File: src/rtl/pcseq_pkg.sv
package pcseq_pkg;
  typedef enum logic [1:0] {
    RGN_CORE = 2'd0,
    RGN_LUT  = 2'd1,
    RGN_MAIN = 2'd2
  } region_e;
endpackage

File: src/rtl/pcseq_region.sv
module pcseq_region
  import pcseq_pkg::*;
#(
  parameter int PC_W      = 20,
  parameter int LUT_BASE  = 'h200,
  parameter int MAIN_BASE = 'h400
) (
  input  logic [PC_W-1:0] pc,
  output region_e         region,
  output logic            hub
);
  always_comb begin
    if (pc >= PC_W'(MAIN_BASE))     region = RGN_MAIN;
    else if (pc >= PC_W'(LUT_BASE)) region = RGN_LUT;
    else                            region = RGN_CORE;
    hub = (region == RGN_MAIN);
  end
endmodule

File: src/rtl/pcseq_branch.sv
module pcseq_branch #(
  parameter int PC_W    = 20,
  parameter int SHORT_W = 9,
  parameter int LONG_W  = 20
) (
  input  logic [PC_W-1:0]   pc,
  input  logic              hub,
  input  logic              is_long,
  input  logic [LONG_W-1:0] off,
  output logic [PC_W-1:0]   target
);
  localparam int SEXT = PC_W - SHORT_W;
  localparam int LEXT = PC_W - LONG_W;

  logic [PC_W-1:0] short_x;
  logic [PC_W-1:0] long_x;
  logic [PC_W-1:0] delta;

  assign short_x = {{SEXT{off[SHORT_W-1]}}, off[SHORT_W-1:0]};

  generate
    if (LEXT > 0) begin : g_lext
      assign long_x = {{LEXT{off[LONG_W-1]}}, off};
    end else begin : g_lsame
      assign long_x = off[PC_W-1:0];
    end
  endgenerate

  always_comb begin
    if (is_long) delta = hub ? long_x : PC_W'($signed(long_x) >>> 2);
    else         delta = hub ? (short_x << 2) : short_x;
    target = pc + delta;
  end
endmodule

File: src/rtl/pcseq_repeat.sv
module pcseq_repeat #(
  parameter int PC_W    = 20,
  parameter int LEN_W   = 9,
  parameter int COUNT_W = 16
) (
  input  logic               clk,
  input  logic               rst_n,
  input  logic               step,
  input  logic               cancel,
  input  logic               load,
  input  logic [PC_W-1:0]    pc,
  input  logic               hub,
  input  logic [LEN_W-1:0]   len,
  input  logic [COUNT_W-1:0] count,
  output logic               active,
  output logic               loop_back,
  output logic [PC_W-1:0]    start_addr,
  output logic [PC_W-1:0]    skip_addr
);
  logic [PC_W-1:0]    end_addr;
  logic [COUNT_W-1:0] remain;
  logic [PC_W-1:0]    len_span;
  logic [PC_W-1:0]    one_step;
  logic               hit;

  always_comb begin
    one_step  = hub ? PC_W'(4) : PC_W'(1);
    len_span  = hub ? (PC_W'(len) << 2) : PC_W'(len);
    skip_addr = pc + len_span + one_step;
    hit       = active && (pc == end_addr);
    loop_back = hit && (remain > COUNT_W'(1));
  end

  always_ff @(posedge clk) begin
    if (!rst_n) begin
      active     <= 1'b0;
      start_addr <= '0;
      end_addr   <= '0;
      remain     <= '0;
    end else if (cancel) begin
      active <= 1'b0;
    end else if (load) begin
      active     <= (count >= COUNT_W'(2));
      start_addr <= pc + one_step;
      end_addr   <= pc + len_span;
      remain     <= count;
    end else if (step && hit) begin
      if (remain > COUNT_W'(1)) remain <= remain - COUNT_W'(1);
      else                      active <= 1'b0;
    end
  end
endmodule

File: src/rtl/pc_sequencer.sv
module pc_sequencer
  import pcseq_pkg::*;
#(
  parameter int PC_W      = 20,
  parameter int SHORT_W   = 9,
  parameter int LONG_W    = 20,
  parameter int LEN_W     = 9,
  parameter int COUNT_W   = 16,
  parameter int LUT_BASE  = 'h200,
  parameter int MAIN_BASE = 'h400,
  parameter int RESET_PC  = 'h400
) (
  input  logic               clk,
  input  logic               rst_n,
  input  logic               step_i,
  input  logic               br_valid_i,
  input  logic               br_taken_i,
  input  logic               br_long_i,
  input  logic [LONG_W-1:0]  br_off_i,
  input  logic               rep_start_i,
  input  logic [LEN_W-1:0]   rep_len_i,
  input  logic [COUNT_W-1:0] rep_count_i,
  output logic [PC_W-1:0]    pc_o,
  output logic [PC_W-1:0]    next_pc_o,
  output logic               ctx_hub_o,
  output logic [1:0]         ctx_region_o,
  output logic               redirect_o,
  output logic               rep_active_o
);
  region_e         region;
  logic            hub;
  logic [PC_W-1:0] br_target;
  logic [PC_W-1:0] seq_pc;
  logic [PC_W-1:0] loop_start;
  logic [PC_W-1:0] skip_pc;
  logic            loop_back;
  logic            br_fire;
  logic            rep_load;

  pcseq_region #(.PC_W(PC_W), .LUT_BASE(LUT_BASE), .MAIN_BASE(MAIN_BASE)) u_region (
    .pc(pc_o), .region(region), .hub(hub)
  );

  pcseq_branch #(.PC_W(PC_W), .SHORT_W(SHORT_W), .LONG_W(LONG_W)) u_branch (
    .pc(pc_o), .hub(hub), .is_long(br_long_i), .off(br_off_i), .target(br_target)
  );

  assign br_fire  = step_i && br_valid_i && br_taken_i;
  assign rep_load = step_i && rep_start_i && !br_fire;

  pcseq_repeat #(.PC_W(PC_W), .LEN_W(LEN_W), .COUNT_W(COUNT_W)) u_repeat (
    .clk(clk), .rst_n(rst_n), .step(step_i), .cancel(br_fire), .load(rep_load),
    .pc(pc_o), .hub(hub), .len(rep_len_i), .count(rep_count_i),
    .active(rep_active_o), .loop_back(loop_back),
    .start_addr(loop_start), .skip_addr(skip_pc)
  );

  assign seq_pc = pc_o + (hub ? PC_W'(4) : PC_W'(1));

  always_comb begin
    next_pc_o  = pc_o;
    redirect_o = 1'b0;
    if (step_i) begin
      if (br_fire) begin
        next_pc_o  = br_target;
        redirect_o = 1'b1;
      end else if (rep_start_i) begin
        if (rep_count_i == '0) begin
          next_pc_o  = skip_pc;
          redirect_o = 1'b1;
        end else begin
          next_pc_o = seq_pc;
        end
      end else if (loop_back) begin
        next_pc_o  = loop_start;
        redirect_o = hub;
      end else begin
        next_pc_o = seq_pc;
      end
    end
  end

  always_ff @(posedge clk) begin
    if (!rst_n) pc_o <= PC_W'(RESET_PC);
    else        pc_o <= next_pc_o;
  end

  assign ctx_hub_o    = hub;
  assign ctx_region_o = region;
endmodule

File: config.mk
export PLATFORM = sky130hd
export DESIGN_NAME = pc_sequencer
export DESIGN_NICKNAME = d
export VERILOG_FILES = /design/src/rtl/pcseq_pkg.sv /design/src/rtl/pcseq_region.sv /design/src/rtl/pcseq_branch.sv /design/src/rtl/pcseq_repeat.sv /design/src/rtl/pc_sequencer.sv
export SDC_FILE = /design/constraint.sdc
export NUM_CORES = 1
export LEC_CHECK = 0
export ABC_CLOCK_PERIOD_IN_PS = 5950
export BUFFER_PORTS_ARGS = -buffer_cell sky130_fd_sc_hd__buf_2
export CORE_ASPECT_RATIO = 0.9
export CORE_MARGIN = 1.5
export CORE_UTILIZATION = 38
export DETAILED_ROUTE_END_ITERATION = 16
export PLACE_DENSITY = 0.58
export SYNTH_ARGS = -nofsm -noshare
export SYNTH_HDL_FRONTEND = slang
export SYNTH_HIERARCHICAL = 1
export SYNTH_SLANG_ARGS = --single-unit
export TNS_END_PERCENT = 50
File: constraint.sdc
create_clock -name clk -period 5.95 [get_ports clk]
set_input_delay 0.595 -clock clk [delete_from_list [all_inputs] [get_ports clk]]
set_output_delay 0.595 -clock clk [all_outputs]
set_load 0.005 [all_outputs]
Yosys cells after proc, flatten, opt, wreduce, memory -nomap -nowiden --
Index checks and enable logic that the tools add are counted.
Cells by class: $lt $le $gt $ge 4, bitwise logic cells 2, reduce and logical (&&, ||, !) cells 15, eq/ne operators 3, muxes and demuxes 23, $add $sub $neg 5
Operators with widths (count):
- 20-bit two-way mux | 6
- 16-bit two-way mux | 3
- 20-bit adder | 2
- 20-bit by 3-bit adder with 20-bit output | 2
- 20-bit == test | 1
- 20-bit by 10-bit >= comparator with 1-bit output (second input constant) | 1
- 20-bit by 11-bit >= comparator with 1-bit output (second input constant) | 1
- 19-bit two-way mux | 1
- 16-bit by 2-bit >= comparator with 1-bit output (second input constant) | 1
- 16-bit by 1-bit > comparator with 1-bit output (second input constant) | 1
- 16-bit zero test | 1
- 16-bit by 1-bit subtractor with 16-bit output (second input constant) | 1
- 11-bit two-way mux | 1
- 10-bit two-way mux | 1
- 1-bit two-way mux | 9
- 1-bit logical AND | 7
- 2-bit AND reduction | 2
- 2-bit nonzero test | 2
- 3-bit two-way mux | 1
- 3-bit AND reduction | 1
- 2-bit == test (second input constant) | 1
- 2-bit two-way mux | 1
- 2-bit != test (second input constant) | 1
- 1-bit inverter | 2
- 2 further kinds | 2
Storage, ports and cells: logic and storage cells 57, output and inout bits 45, register bits after elaboration 77, bits of input ports 52

Depth between registers and ports, before layout --
Gate-level depths: netlist of the first run.
depth after elaboration 11, gate-level depth with buffers 18, gate-level depth less buffers 16

Cells and area by module --
The synthesis of the first run kept the hierarchy.
Modules (own cells, without submodules):
- pcseq_repeat | area each 4390.5 um2, cells each 582, times used 1, sequential area each 1141.1 um2
- pc_sequencer | area each 2031.9 um2, cells each 264, times used 1, sequential area each 400.4 um2
- pcseq_branch | area each 1487.7 um2, cells each 208, times used 1, sequential area each 0.0 um2
- pcseq_region | area each 37.5 um2, cells each 6, times used 1, sequential area each 0.0 um2

Worst setup path before layout of the first run --
OpenSTA, ideal clock, no wires.
kind flip-flop to output port, start point reg pc_o[15], end point out next_pc_o[13], path buffers 2, arrival time 4516 ps, path slack 839 ps, stages on the path, launching flop included 18, required time 5355 ps, path through dfxtp_1 nor4_1 nand3_1 buf_1 mux2_2 ha_1 and3_1 a31oi_1 a21boi_2 or2_2 xnor2_1 or3_1 buf_2 or4_1 nand3_1 nand3_1 a22oi_1 or2_2
On the way: word-level cells in the longest chain between the ends 11, elaborated cells between the ends (all ways) 22, classes of those cells add/sub: 4; order compare: 2; eq/ne: 2; mux: 12; reduce/logical: 2
Ends and longest elaborated chain:
- start: declaration | line pc_sequencer.sv:23 | output logic [PC_W-1:0] pc_o,
- start signal: assignment | line pc_sequencer.sv:84 | if (!rst_n) pc_o <= PC_W'(RESET_PC);
- start signal: assignment | line pc_sequencer.sv:85 | else pc_o <= next_pc_o;
- 20-bit by 10-bit >= comparator with 1-bit output | line pcseq_region.sv:14 | else if (pc >= PC_W'(LUT_BASE)) region = RGN_LUT;
- 1-bit two-way mux | line pcseq_region.sv:14
- 2-bit two-way mux (*) | line pcseq_region.sv:13 | if (pc >= PC_W'(MAIN_BASE)) region = RGN_MAIN;
- 2-bit == test (*) | line pcseq_region.sv:16 | hub = (region == RGN_MAIN);
- named net ctx_hub_o | line pc_sequencer.sv:25 | output logic ctx_hub_o,
- 11-bit two-way mux | line pcseq_repeat.sv:28 | len_span = hub ? (PC_W'(len) << 2) : PC_W'(len);
- 20-bit adder | line pcseq_repeat.sv:29 | skip_addr = pc + len_span + one_step;
- 20-bit by 3-bit adder with 20-bit output (*) | line pcseq_repeat.sv:29
- named net skip_pc[13] | line pc_sequencer.sv:35 | logic [PC_W-1:0] skip_pc;
- 20-bit two-way mux (*) | line pc_sequencer.sv:68 | if (rep_count_i == '0) begin
- 20-bit two-way mux (*) | line pc_sequencer.sv:67 | end else if (rep_start_i) begin
- 20-bit two-way mux (*) | line pc_sequencer.sv:64 | if (br_fire) begin
- 20-bit two-way mux (*) | line pc_sequencer.sv:63 | if (step_i) begin
- end: declaration | line pc_sequencer.sv:24 | output logic [PC_W-1:0] next_pc_o,
Mark *: on every way through the listed nets, which the timed path passes. The rest lies on a longest branch.

Final worst setup path of the first run --
start point reg pc_o[14], end point out next_pc_o[13]
On the way: word-level cells in the longest chain between the ends 11, elaborated cells between the ends (all ways) 22, classes of those cells add/sub: 4; order compare: 2; eq/ne: 2; mux: 12; reduce/logical: 2
Ends and longest elaborated chain (line):
- 20-bit by 10-bit >= comparator with 1-bit output | pcseq_region.sv:14
- 1-bit two-way mux | pcseq_region.sv:14
- 2-bit two-way mux (*) | pcseq_region.sv:13
- 2-bit == test (*) | pcseq_region.sv:16
- 11-bit two-way mux | pcseq_repeat.sv:28
- 20-bit adder | pcseq_repeat.sv:29
- 20-bit by 3-bit adder with 20-bit output (*) | pcseq_repeat.sv:29
- named net skip_pc[13] | pc_sequencer.sv:35
- 20-bit two-way mux (*) | pc_sequencer.sv:68
- 20-bit two-way mux (*) | pc_sequencer.sv:67
- 20-bit two-way mux (*) | pc_sequencer.sv:64
- 20-bit two-way mux (*) | pc_sequencer.sv:63
Marks and branches as above.

==> results of run 1 <==
==> cell usage in the layout (no fill, tap or decap), drive strengths merged, types with 7 or more instances in the layout <==
master	count
a211o	7
a211oi	32
a21o	16
a21oi	86
a221oi	9
a311oi	8
a31oi	15
and2	9
and3	7
and4	7
buf	123
clkbuf	11
dfxtp	77
ha	41
inv	29
mux2	8
mux2i	19
nand2	109
nand3	38
nand4	21
nor2	104
nor3	27
nor4	17
o211ai	13
o21a	8
o21ai	69
o22ai	16
or2	7
or3	14
or4	10
xnor2	51
xor2	36
==> worst max-delay path: cells and delay by family (launching register included) <==
kind | cells | cell delay (ns)
buf+inv | 2 | 0.31
simple gates | 9 | 2.48
compound gates | 3 | 0.74
xor+xnor | 1 | 0.18
mux | 1 | 0.28
flops | 1 | 0.31
fa+ha+maj | 1 | 0.34
==> per-layer routing <==
| layer | GRT usage (%) | part of all wire (%) | up-vias |
|---|---|---|---|
| met1 | 37.96 | 51 | 3914 |
| met2 | 34.84 | 42 | 264 |
| met5 | 0 | 0 | - |
| met4 | 4.712 | 0.80 | 0 |
| li1 | - | - | 4101 |
| met3 | 4.425 | 6.8 | 19 |
==> flip-flops by register name (all words and copies together) (netlist names) <==
signal / flops
u_repeat/remain: 16
pc_o: 20
u_repeat/end_addr: 20
u_repeat/active: 1
u_repeat/start_addr: 20
==> worst max path at each step <==
stage                         end  depth (start not counted)  slack, ns      from
global placement    next_pc_o[12]                         15       0.62  pc_o[14]
finish              next_pc_o[13]                         17       0.35  pc_o[14]
detailed placement  next_pc_o[13]                         16       0.54  pc_o[14]
CTS                 next_pc_o[12]                         15       0.18  pc_o[14]
global route        next_pc_o[13]                         17       0.15  pc_o[14]
floorplan           next_pc_o[13]                         17       0.84  pc_o[15]
==> final cells by class <==
type | count | area (um2)
Multi-Input combinational cell | 891 | 6021
Sequential cell | 77 | 1541
Fill cell | 2095 | 11270
Clock buffer | 11 | 242.7
Clock inverter | 5 | 36.28
Timing Repair Buffer | 123 | 683.2
Tap cell | 255 | 319.1
Inverter | 32 | 120.1
==> stage by stage <==
stage	instance area (um2)	instances
2_1_floorplan	7948	1060
3_3_place_gp	8662	1375
3_5_place_dp	8662	1375
4_1_cts	8941	1391
5_1_grt	8964	1394
6_report	8964	1394
==> logic make-up after synthesis <==
group,after synthesis,share of synthesized area [%]
flip-flops,77,19.40
adder cells (fa/ha/maj),43,6.958
AO/OA/AOI/OAI,337,29.74
AND/OR/NAND/NOR,396,25.28
multiplexers,28,3.810
buffers and inverters,92,5.038
XOR/XNOR,87,9.777
==> power by group through the flow <==
stage	Clock (mW)	Combinational [mW]	Sequential (mW)
4_1_cts	0.546	0.699	0.576
2_1_floorplan	0	0.491	0.596
3_3_place_gp	0	0.693	0.587
5_1_grt	0.568	0.781	0.581
6_report	0.533	0.710	0.576
3_5_place_dp	0	0.695	0.587
==> results.md, run 1 <==
- Area delta synth->final: 12.78%
- Clock tree buffer depth: 2
- CP arrival: roughly 5 ns
- Vias: between 8000 and 9000
- Pin count of the biggest net entering global routing: 58
- Data required time of the critical path: 5.36 ns
- Crit Reg-Reg Endpoint: pc_o[19]
- Unrepaired setup endpoints after global routing: false
- Dominant cell by count in the synthesized netlist: nand2_1
- Kind of launch point of the worst setup path: flip-flop
- Switching share of power: a little under two fifths
- Post-synthesis register bit count: just under 80
- Max IR drop VDD: approximately 0.00013 V
- Port bufs: 96
- Post-CTS Resized: 0
- Antenna diode count: 0
- Via-to-Cell Ratio: approximately 6.0
- Remaining antenna violation count: 0
- Crit Path Category: flip-flop to output port
- Number of hold-repair buffers added at the cts stage: 0
- Cell with the largest stage delay on the worst path: or4_1
- Overflow left after global routing: 0
- Ratio of cells with drive above 1 in the final layout: between 10% and 20%
- Clock share of power: 29.3%
- Routed wirelength normalized by instance count: around 19 um
- Leak Pwr: roughly 3.7 nW
- Hold path cells: 2
- Internal power: 1.120 mW
- Max_slew headroom: between 40 and 50%
- Critical path endpoint category: output port
- Final Routed Wirelength: 26710 um
- TritonCTS clock tree: built
- Core Area: between 20000 and 25000 um2
- Sequential area share after synthesis: approximately a fifth
- First-pass GRT wire length: approximately 42000 um
- Shortest clock period the worst path allows after layout: 5.597 ns
- Number of max-slew violations in the final report: 0
- Maxcap violations: 0
- Max Clk Rate: roughly 0.18 GHz
- Chip height: roughly 140 um
- Chain of cells forming the critical path: nor4_1 -> nand3_2 -> buf_4 -> mux2_2 -> ha_1 -> and3_1 -> a31oi_1 -> a21boi_2 -> or2_2 -> xnor2_1 -> or3_1 -> or4_1 -> nand3_1 -> nand3_1 -> a22oi_1 -> or2_2 -> buf_2
- WHS: roughly 0.46 ns
- Net Count, Synth: between 1000 and 1500
- Final worst-path setup slack: 0.3526 ns
- Post-CTS setup buffers: 0
- Slack of the worst reg-to-reg path: 1.19 ns
- Biggest area contributors in the synthesized netlist: dfxtp_1 (19%), ha_1 (6.5%), xnor2_1 (5.5%)
- Synth unique cells: between 90 and 100
- Total Nets Final: approximately 1200
- Overall die width: approximately 160 um
- Register share of total power: 31.7%
- Clock latency on the worst-skew pair: 0.36 ns
- Post-synth EDFFs: 0
- Post-Place Setup Slack: ~0.54 ns
- Placer Congestion: between 0.9 and 1
- Setup TNS: 0 ns
- Overall power consumption: ~1.8 mW
- Largest stage delay, worst path: about 0.50 ns
- P per Cell Area: 202.8 nW/um2
- Row cnt: 49
- Net Switching: ~0.70 mW
- Number of detailed-routing iterations run before antenna repair: 5
- DRC viols: 0
- Depth of the most critical reg-to-reg path: 16
- Cell at the root of the clock tree: clkbuf_16
- Synth async-reset ratio: 0%
- Period utilization: between 90% and 100%
- Top post-synthesis cells by count: nand2_1 (109), nor2_1 (103), a21oi_1 (80)
- Combinational power share: 39.0%
- Mapped Avg Cell Area: approximately 7.5 um2
- Die area: 21790 um2
- Ys flop type: dfxtp_1
- Initial drt markers: just under 700
- Finish-stage setup viols: 0
- Startpoint of the tightest hold check path: u_repeat/end_addr[8]
- Class of the tightest hold or removal check: flip-flop to flip-flop
- Post-detailed-placement half-perimeter wirelength: slightly above 20000 um
- Post-synthesis instance total: approximately 1100
- Library cell with the largest summed area after synthesis: dfxtp_1
- Final core area utilization: between 40% and 50%
- Netlist Area Pre-Place: between 7000 and 8000 um2
- Largest fanout on the critical path: 10
- Worst Hold Path EP: u_repeat/end_addr[8]
- Number of buffers created by CTS: 9
- Post-CTS clock slew at the launch and capture registers of the worst setup and hold paths: about 0.06 ns
- Via count of the first global-routing pass: approximately 7400
- Hold Vio Cnt, Final: 0
- Number of levels the H-tree was split into: 3
- Number of antenna violations at the first check in global routing: 0
- Run status: completed
- Top Ports: a little under 100
- Transition time of the tightest slew-check pin: approximately 0.83 ns
- R2R Path Start: pc_o[14]
- Share of the synthesized area in the top cell type: 19.40%
- Starting density of the core: 39.28%
- Setup clock skew after layout: approximately 0.014 ns
- Synth warnings: 6
- Global Route Usage Sum: between 20% and 30%
- Clock sink count: 77
Power figures use the tool's default switching activity.
==> run 2, diff against run 1 <==
--- a/config.mk
+++ b/config.mk
@@ -5,6 +5,7 @@
 export SDC_FILE = /design/constraint.sdc
 export NUM_CORES = 1
 export LEC_CHECK = 0
+export ABC_AREA = 1
 export ABC_CLOCK_PERIOD_IN_PS = 5950
 export BUFFER_PORTS_ARGS = -buffer_cell sky130_fd_sc_hd__buf_2
 export CORE_ASPECT_RATIO = 0.9
==> results.md, run 2 <==
- Port bufs: 96
- Clock latency on the worst-skew pair: about 0.35 ns
- Library cell with the largest summed area after synthesis: nand2_1
- Initial drt markers: just over 1000
- Hold path cells: 2
- Net Count, Synth: around 1600
- Chip height: about 150 um
- Unrepaired setup endpoints after global routing: false
- Synth warnings: 6
- Remaining antenna violation count: 0
- Final Routed Wirelength: 30810 um
- TritonCTS clock tree: built
- Post-route non-filler standard cell count: about 1900
- Number of levels the H-tree was split into: 3
- Row cnt: 52
- R2R Path Start: pc_o[19]
- Net Switching: a little under 0.8 mW
- Adder-cell share of the synthesized area: ~6.3%
- Netlist Area Pre-Place: between 8000 and 9000 um2
- Number of antenna violations at the first check in global routing: 0
- Crit Path Category: flip-flop to output port
- Post-synthesis register bit count: 77
- Number of hold-repair buffers added at the cts stage: 0
- Post-CTS setup buffers: 0
- Period utilization: a little under 90%
- Startpoint of the tightest hold check path: u_repeat/remain[3]
- Dominant cell by count in the synthesized netlist: nand2_1
- Max_slew headroom: 30.95%
- Placer Congestion: 0.9448
- Main combinational cell family by area after synthesis: simple AND/OR/NAND/NOR gates
- Core Area: about 23000 um2
- Multiplexer share of the synthesized area: less than 1%
- Cell at the root of the clock tree: clkbuf_16
- First-pass GRT wire length: 48650 um
- Synth unique cells: 50
- Via count of the first global-routing pass: 9140
- Synth Area in Simple Gates: between 40% and 50%
- Largest fanout on the critical path: 12
- Top Ports: 97
- Post-detailed-placement half-perimeter wirelength: 24460 um
- Max IR drop VDD: about 0.00015 V
- Area delta synth->final: 12.18%
- Switching share of power: 40.25%
- Setup clock skew after layout: 0.006706 ns
- Die area: 24030 um2
- Synth async-reset ratio: 0%
- Combinational power share: about two fifths
- Number of detailed-routing iterations run before antenna repair: 7
- Routed wirelength normalized by instance count: approximately 16 um
- Max Clk Rate: 0.1922 GHz
- Post-synth EDFFs: 0
- Mapped Avg Cell Area: approximately 5.7 um2
- Finish-stage setup viols: 0
- Placed insts: between 1500 and 2000
- Post-CTS Resized: 0
- Top post-synthesis cells by count: nand2_1 (481), inv_1 (210), nor2_1 (181)
- Global Route Usage Sum: ~26%
- Leading cell types in the layout, fill and taps excluded: nand2_1 (481), inv_1 (210), nor2_1 (180)
- Starting density of the core: between 30% and 40%
- P per Cell Area: slightly below 200 nW/um2
- Run status: completed
- Regs by FF count: pc_o x20, u_repeat/end_addr x20, u_repeat/start_addr x20
- Clock tree buffer depth: 2
- Post-synthesis compound-gate area fraction: ~14%
- Ratio of cells with drive above 1 in the final layout: 13.42%
- Worst Hold Path EP: u_repeat/remain[3]
- Clock share of power: 30.1%
- Most common library cell in the layout ignoring fill and taps: nand2_1
- CP arrival: ~4.6 ns
- Vias: approximately 10000
- Kind of launch point of the worst setup path: flip-flop
- Number of buffers created by CTS: 9
- Crit Reg-Reg Endpoint: pc_o[17]
- Share of the synthesized area in the top cell type: 20.56%
- Ys flop type: dfxtp_1
- Pin count of the biggest net entering global routing: 41
- Total Nets Final: 1730
- Class of the tightest hold or removal check: flip-flop to flip-flop
- Number of max-slew violations in the final report: 0
- Overall die width: between 150 and 200 um
- Post-synthesis instance total: ~1500
- Leak Pwr: around 5.4 nW
- Shortest clock period the worst path allows after layout: 5.203 ns
- XOR/XNOR share of the synthesized area: under 10%
- Clock sink count: 77
- Slack of the worst reg-to-reg path: about 1.7 ns
- Overflow left after global routing: 0
- Hold Vio Cnt, Final: 0
- Setup TNS: 0 ns
- Post-CTS clock slew at the launch and capture registers of the worst setup and hold paths: around 0.060 ns
- Maxcap violations: 0
- Transition time of the tightest slew-check pin: 1.035 ns
- Register share of total power: 30.8%
- Via-to-Cell Ratio: around 5.2
- DRC viols: 0
- Sequential area share after synthesis: between 10% and 20%
- Biggest area contributors in the synthesized netlist: nand2_1 (21%), dfxtp_1 (18%), inv_1 (9.0%)
- Depth of the most critical reg-to-reg path: 23
- Data required time of the critical path: around 5.4 ns
- Internal power: 1.142 mW
- Antenna diode count: 0
- Critical path endpoint category: output port
==> run 2: worst max-delay path, stage by stage, from the launching register on <==
cell and delay [ns]:
dfxtp_1 0.58, nor2_1 0.10, nand2_1 0.10, or2_1 0.42, nor2_1 0.10, ha_1 0.24, fa_1 0.43, xor2_1 0.20
ha_1 0.34, nand3_1 0.08, nand2_1 0.10, nand3_1 0.10, nor2_2 0.17, nand3_2 0.11, nor2_4 0.14, nand3_2 0.13
nor2_4 0.16, nand3_1 0.09, nand2_1 0.08, inv_1 0.03, a21oi_1 0.15, nand2_1 0.07, nand2_1 0.07, nand2_1 0.09
buf_2 0.15
==> run 2: stage by stage <==
stage	utilization, %	hold slack, ns	area (um2)	worst slack (ns)	total power [mW]
2_1_floorplan	-	0.4622	8781	1.520	1.124
3_5_place_dp	42.34	0.5031	9559	1.120	1.335
6_report	43.63	0.5125	9851	0.7467	1.912
4_1_cts	43.63	0.5158	9851	0.7275	1.913
5_1_grt	43.63	0.5413	9851	0.2600	2.040
3_3_place_gp	42.34	0.4941	9559	1.152	1.334
==> run 2: power groups by stage <==
stage	Clock [mW]	Sequential, mW	Combinational (mW)
floorplan	0	0.593	0.531
global placement	0	0.599	0.736
detailed placement	0	0.599	0.736
CTS	0.585	0.587	0.741
global route	0.607	0.593	0.840
finish	0.576	0.588	0.748
==> run 2: kinds of logic after synthesis <==
kind of cell,after synthesis
muxes,6
and+or+nand+nor,878
buffers and inverters,264
DFF,77
adders and majority gates,43
xor gates and xnor gates,57
AOI/OAI and AO/OA,224
==> run 2: worst max-delay path by stage <==
stage,startpoint,end,slack (ns),cells past startpoint
after floorplan,pc_o[12],next_pc_o[19],1.52,24
after global placement,pc_o[19],next_pc_o[19],1.15,24
after detailed placement,pc_o[19],next_pc_o[19],1.12,24
after CTS,pc_o[19],next_pc_o[19],0.73,24
after global routing,pc_o[19],next_pc_o[19],0.26,25
final,pc_o[19],next_pc_o[19],0.75,24
==> run 2: per-layer routing <==
layer	part of all wire, %	GRT usage (%)	up-vias	wire length, um
li1	-	-	5107	-
met1	48	37.43	4538	14910
met2	43	40.25	351	13260
met3	6.5	3.303	42	2009
met4	2.0	6.881	0	631
met5	0	0	-	0
==> run 2: final cells by class <==
type,count,area (um2)
fillers,2485,12730
multi-input cells,1208,6178
flip-flops and latches,77,1541
inverters,223,837.1
repair buffers,116,630.6
well taps,297,371.6
clock buffers,11,242.7
clock inverters,4,48.80
==> run 3, diff against run 2 <==
--- a/config.mk
+++ b/config.mk
@@ -9,7 +9,7 @@
 export ABC_CLOCK_PERIOD_IN_PS = 5950
 export BUFFER_PORTS_ARGS = -buffer_cell sky130_fd_sc_hd__buf_2
 export CORE_ASPECT_RATIO = 0.9
-export CORE_MARGIN = 1.5
+export CORE_MARGIN = 2
 export CORE_UTILIZATION = 38
 export DETAILED_ROUTE_END_ITERATION = 16
 export PLACE_DENSITY = 0.58
==> results.md, run 3 (synthesis gave the netlist of run 2 again) <==
- Critical path endpoint category: output port
- Number of detailed-routing iterations run before antenna repair: 5
- CP arrival: between 4 and 5 ns
- DRC viols: 0
- First-pass GRT wire length: ~47000 um
- Number of antenna violations at the first check in global routing: 0
- Met2 wirelength from detailed routing: 13200 um
- Clock tree buffer depth: 2
- Most common library cell in the layout ignoring fill and taps: nand2_1
- Post-CTS setup buffers: 0
- Post-detailed-placement half-perimeter wirelength: around 24000 um
- Die area: 24340 um2
- WL met3: 1837 um
- Port bufs: 96
- Total Nets Final: between 1500 and 2000
- Kind of launch point of the worst setup path: flip-flop
- Number of hold-repair buffers added at the cts stage: 0
- Setup TNS: 0 ns
- Number of levels the H-tree was split into: 3
- Ratio of cells with drive above 1 in the final layout: 13.37%
- Placer Congestion: 0.9602
- Top metal layer carrying routed signals: met4
- Shortest clock period the worst path allows after layout: between 5 and 6 ns
- Post-CTS clock slew at the launch and capture registers of the worst setup and hold paths: approximately 0.06 ns
- Max IR drop VDD: between 0.0001 and 0.00015 V
- Hold Vio Cnt, Final: 0
- Setup clock skew after layout: ~0.013 ns
- Transition time of the tightest slew-check pin: roughly 0.7 ns
- Overall die width: between 150 and 200 um
- Combinational power share: 38.6%
- Finish-stage setup viols: 0
- Period utilization: 86.02%
- Initial drt markers: 779
- Regs by FF count: pc_o x20, u_repeat/end_addr x20, u_repeat/start_addr x20
- Overall power consumption: between 1.5 and 2 mW
- TritonCTS clock tree: built
- Crit Reg-Reg Endpoint: pc_o[14]
- Antenna diode count: 0
- Row cnt: 52
- Class of the tightest hold or removal check: flip-flop to flip-flop
- Remaining antenna violation count: 0
- Net Switching: between 0.7 and 0.8 mW
- Leak Pwr: between 5 and 6 nW
- Final Routed Wirelength: approximately 30000 um
- R2R Path Start: pc_o[18]
- Largest fanout on the critical path: 11
- Vias: 9934
- Number of buffers created by CTS: 9
- Run status: completed
- Via-to-Cell Ratio: 5.134
- Max Clk Rate: roughly 0.2 GHz
- P per Cell Area: ~190 nW/um2
- Detailed-route wire length on metal 1: approximately 15000 um
- Area delta synth->final: 12.25%
- Crit Path Category: flip-flop to output port
- Slack of the worst reg-to-reg path: approximately 1.8 ns
- Leading cell types in the layout, fill and taps excluded: nand2_1 (481), inv_1 (210), nor2_1 (180)
- Core Area: between 20000 and 25000 um2
- Global Route Usage Sum: between 20% and 30%
- Cell at the root of the clock tree: clkbuf_16
- Routed wirelength normalized by instance count: between 15 and 20 um
- Data required time of the critical path: 5.36 ns
- Overflow left after global routing: 0
- Depth of the most critical reg-to-reg path: 23
- Top Ports: 97
- Maxcap violations: 0
- Worst Hold Path EP: u_repeat/remain[3]
- Number of max-slew violations in the final report: 0
- Register share of total power: 30.8%
- Startpoint of the tightest hold check path: u_repeat/remain[3]
- Pin count of the biggest net entering global routing: 42
- Switching share of power: 39.36%
- Clock sink count: 77
- Internal power: 1.166 mW
- Max_slew headroom: a little over half
- Unrepaired setup endpoints after global routing: false
- Chip height: 148.2 um
- Clock latency on the worst-skew pair: around 0.35 ns
- Hold path cells: 2
- Starting density of the core: around two fifths
- Via count of the first global-routing pass: between 9000 and 10000
- Post-CTS Resized: 0
- Clock share of power: roughly 30%
## run 3: changes by cell type in the layout (fill, tap and decap cells not counted), sizes merged
cell,before,now
buf,116,114
clkbuf,11,13
clkinv,5,3
clkinvlp,0,1
## run 3: worst max path at each step
stage               endpoint      from  cells after the start
2_1_floorplan  next_pc_o[19]  pc_o[12]                     24
3_3_place_gp   next_pc_o[19]  pc_o[18]                     24
3_5_place_dp   next_pc_o[19]  pc_o[18]                     24
4_1_cts        next_pc_o[19]  pc_o[18]                     24
5_1_grt        next_pc_o[14]  pc_o[18]                     24
6_report       next_pc_o[19]  pc_o[18]                     24
## run 3: stage by stage
stage / utilization (%) / instance area [um2] / hold WS, ns / worst slack (ns) / cells
after floorplan: - / 8781 / 0.4622 / 1.520 / 1549
after global placement: 42.27 / 9544 / 0.4936 / 1.324 / 1919
after detailed placement: 42.27 / 9544 / 0.4987 / 1.221 / 1919
after CTS: 43.66 / 9857 / 0.5106 / 0.8304 / 1935
after global routing: 43.66 / 9857 / 0.5369 / 0.3981 / 1935
final: 43.66 / 9857 / 0.5089 / 0.8321 / 1935
## run 3: critical path: stages (launching register included)
cell,delay (ns)
dfxtp_1,0.59
nor2_1,0.08
nand2_1,0.09
or2_1,0.37
nor2_1,0.10
ha_1,0.24
fa_1,0.45
xor2_1,0.19
ha_1,0.34
nand3_1,0.08
nand2_1,0.10
nand3_1,0.10
nor2_2,0.18
nand3_2,0.12
nor2_4,0.14
nand3_2,0.13
nor2_4,0.15
nand3_1,0.09
nand2_1,0.08
inv_1,0.03
a21oi_1,0.13
nand2_1,0.08
nand2_1,0.08
nand2_1,0.10
buf_2,0.15
## run 3: area by class of cell
class | instances | area, um2
tap | 297 | 371.6
inverter | 223 | 837.1
fill | 2544 | 12720
sequential | 77 | 1541
clock buffer | 13 | 270.3
multi-input combinational | 1208 | 6178
clock inverter | 3 | 42.54
timing repair buffer | 114 | 615.6
## run 3: routing by layer
metal  track usage, %  vias to the layer above
met5                0                        -
li1                 -                     5104
met2            39.75                      322
met4            5.702                        0
met1            35.46                     4481
met3            2.984                       27
## run 3: power groups by stage
stage / combinational [mW] / clock [mW] / sequential (mW)
floorplan: 0.531 / 0 / 0.593
global placement: 0.726 / 0 / 0.601
detailed placement: 0.729 / 0 / 0.601
CTS: 0.733 / 0.602 / 0.590
global route: 0.834 / 0.620 / 0.597
finish: 0.742 / 0.589 / 0.592
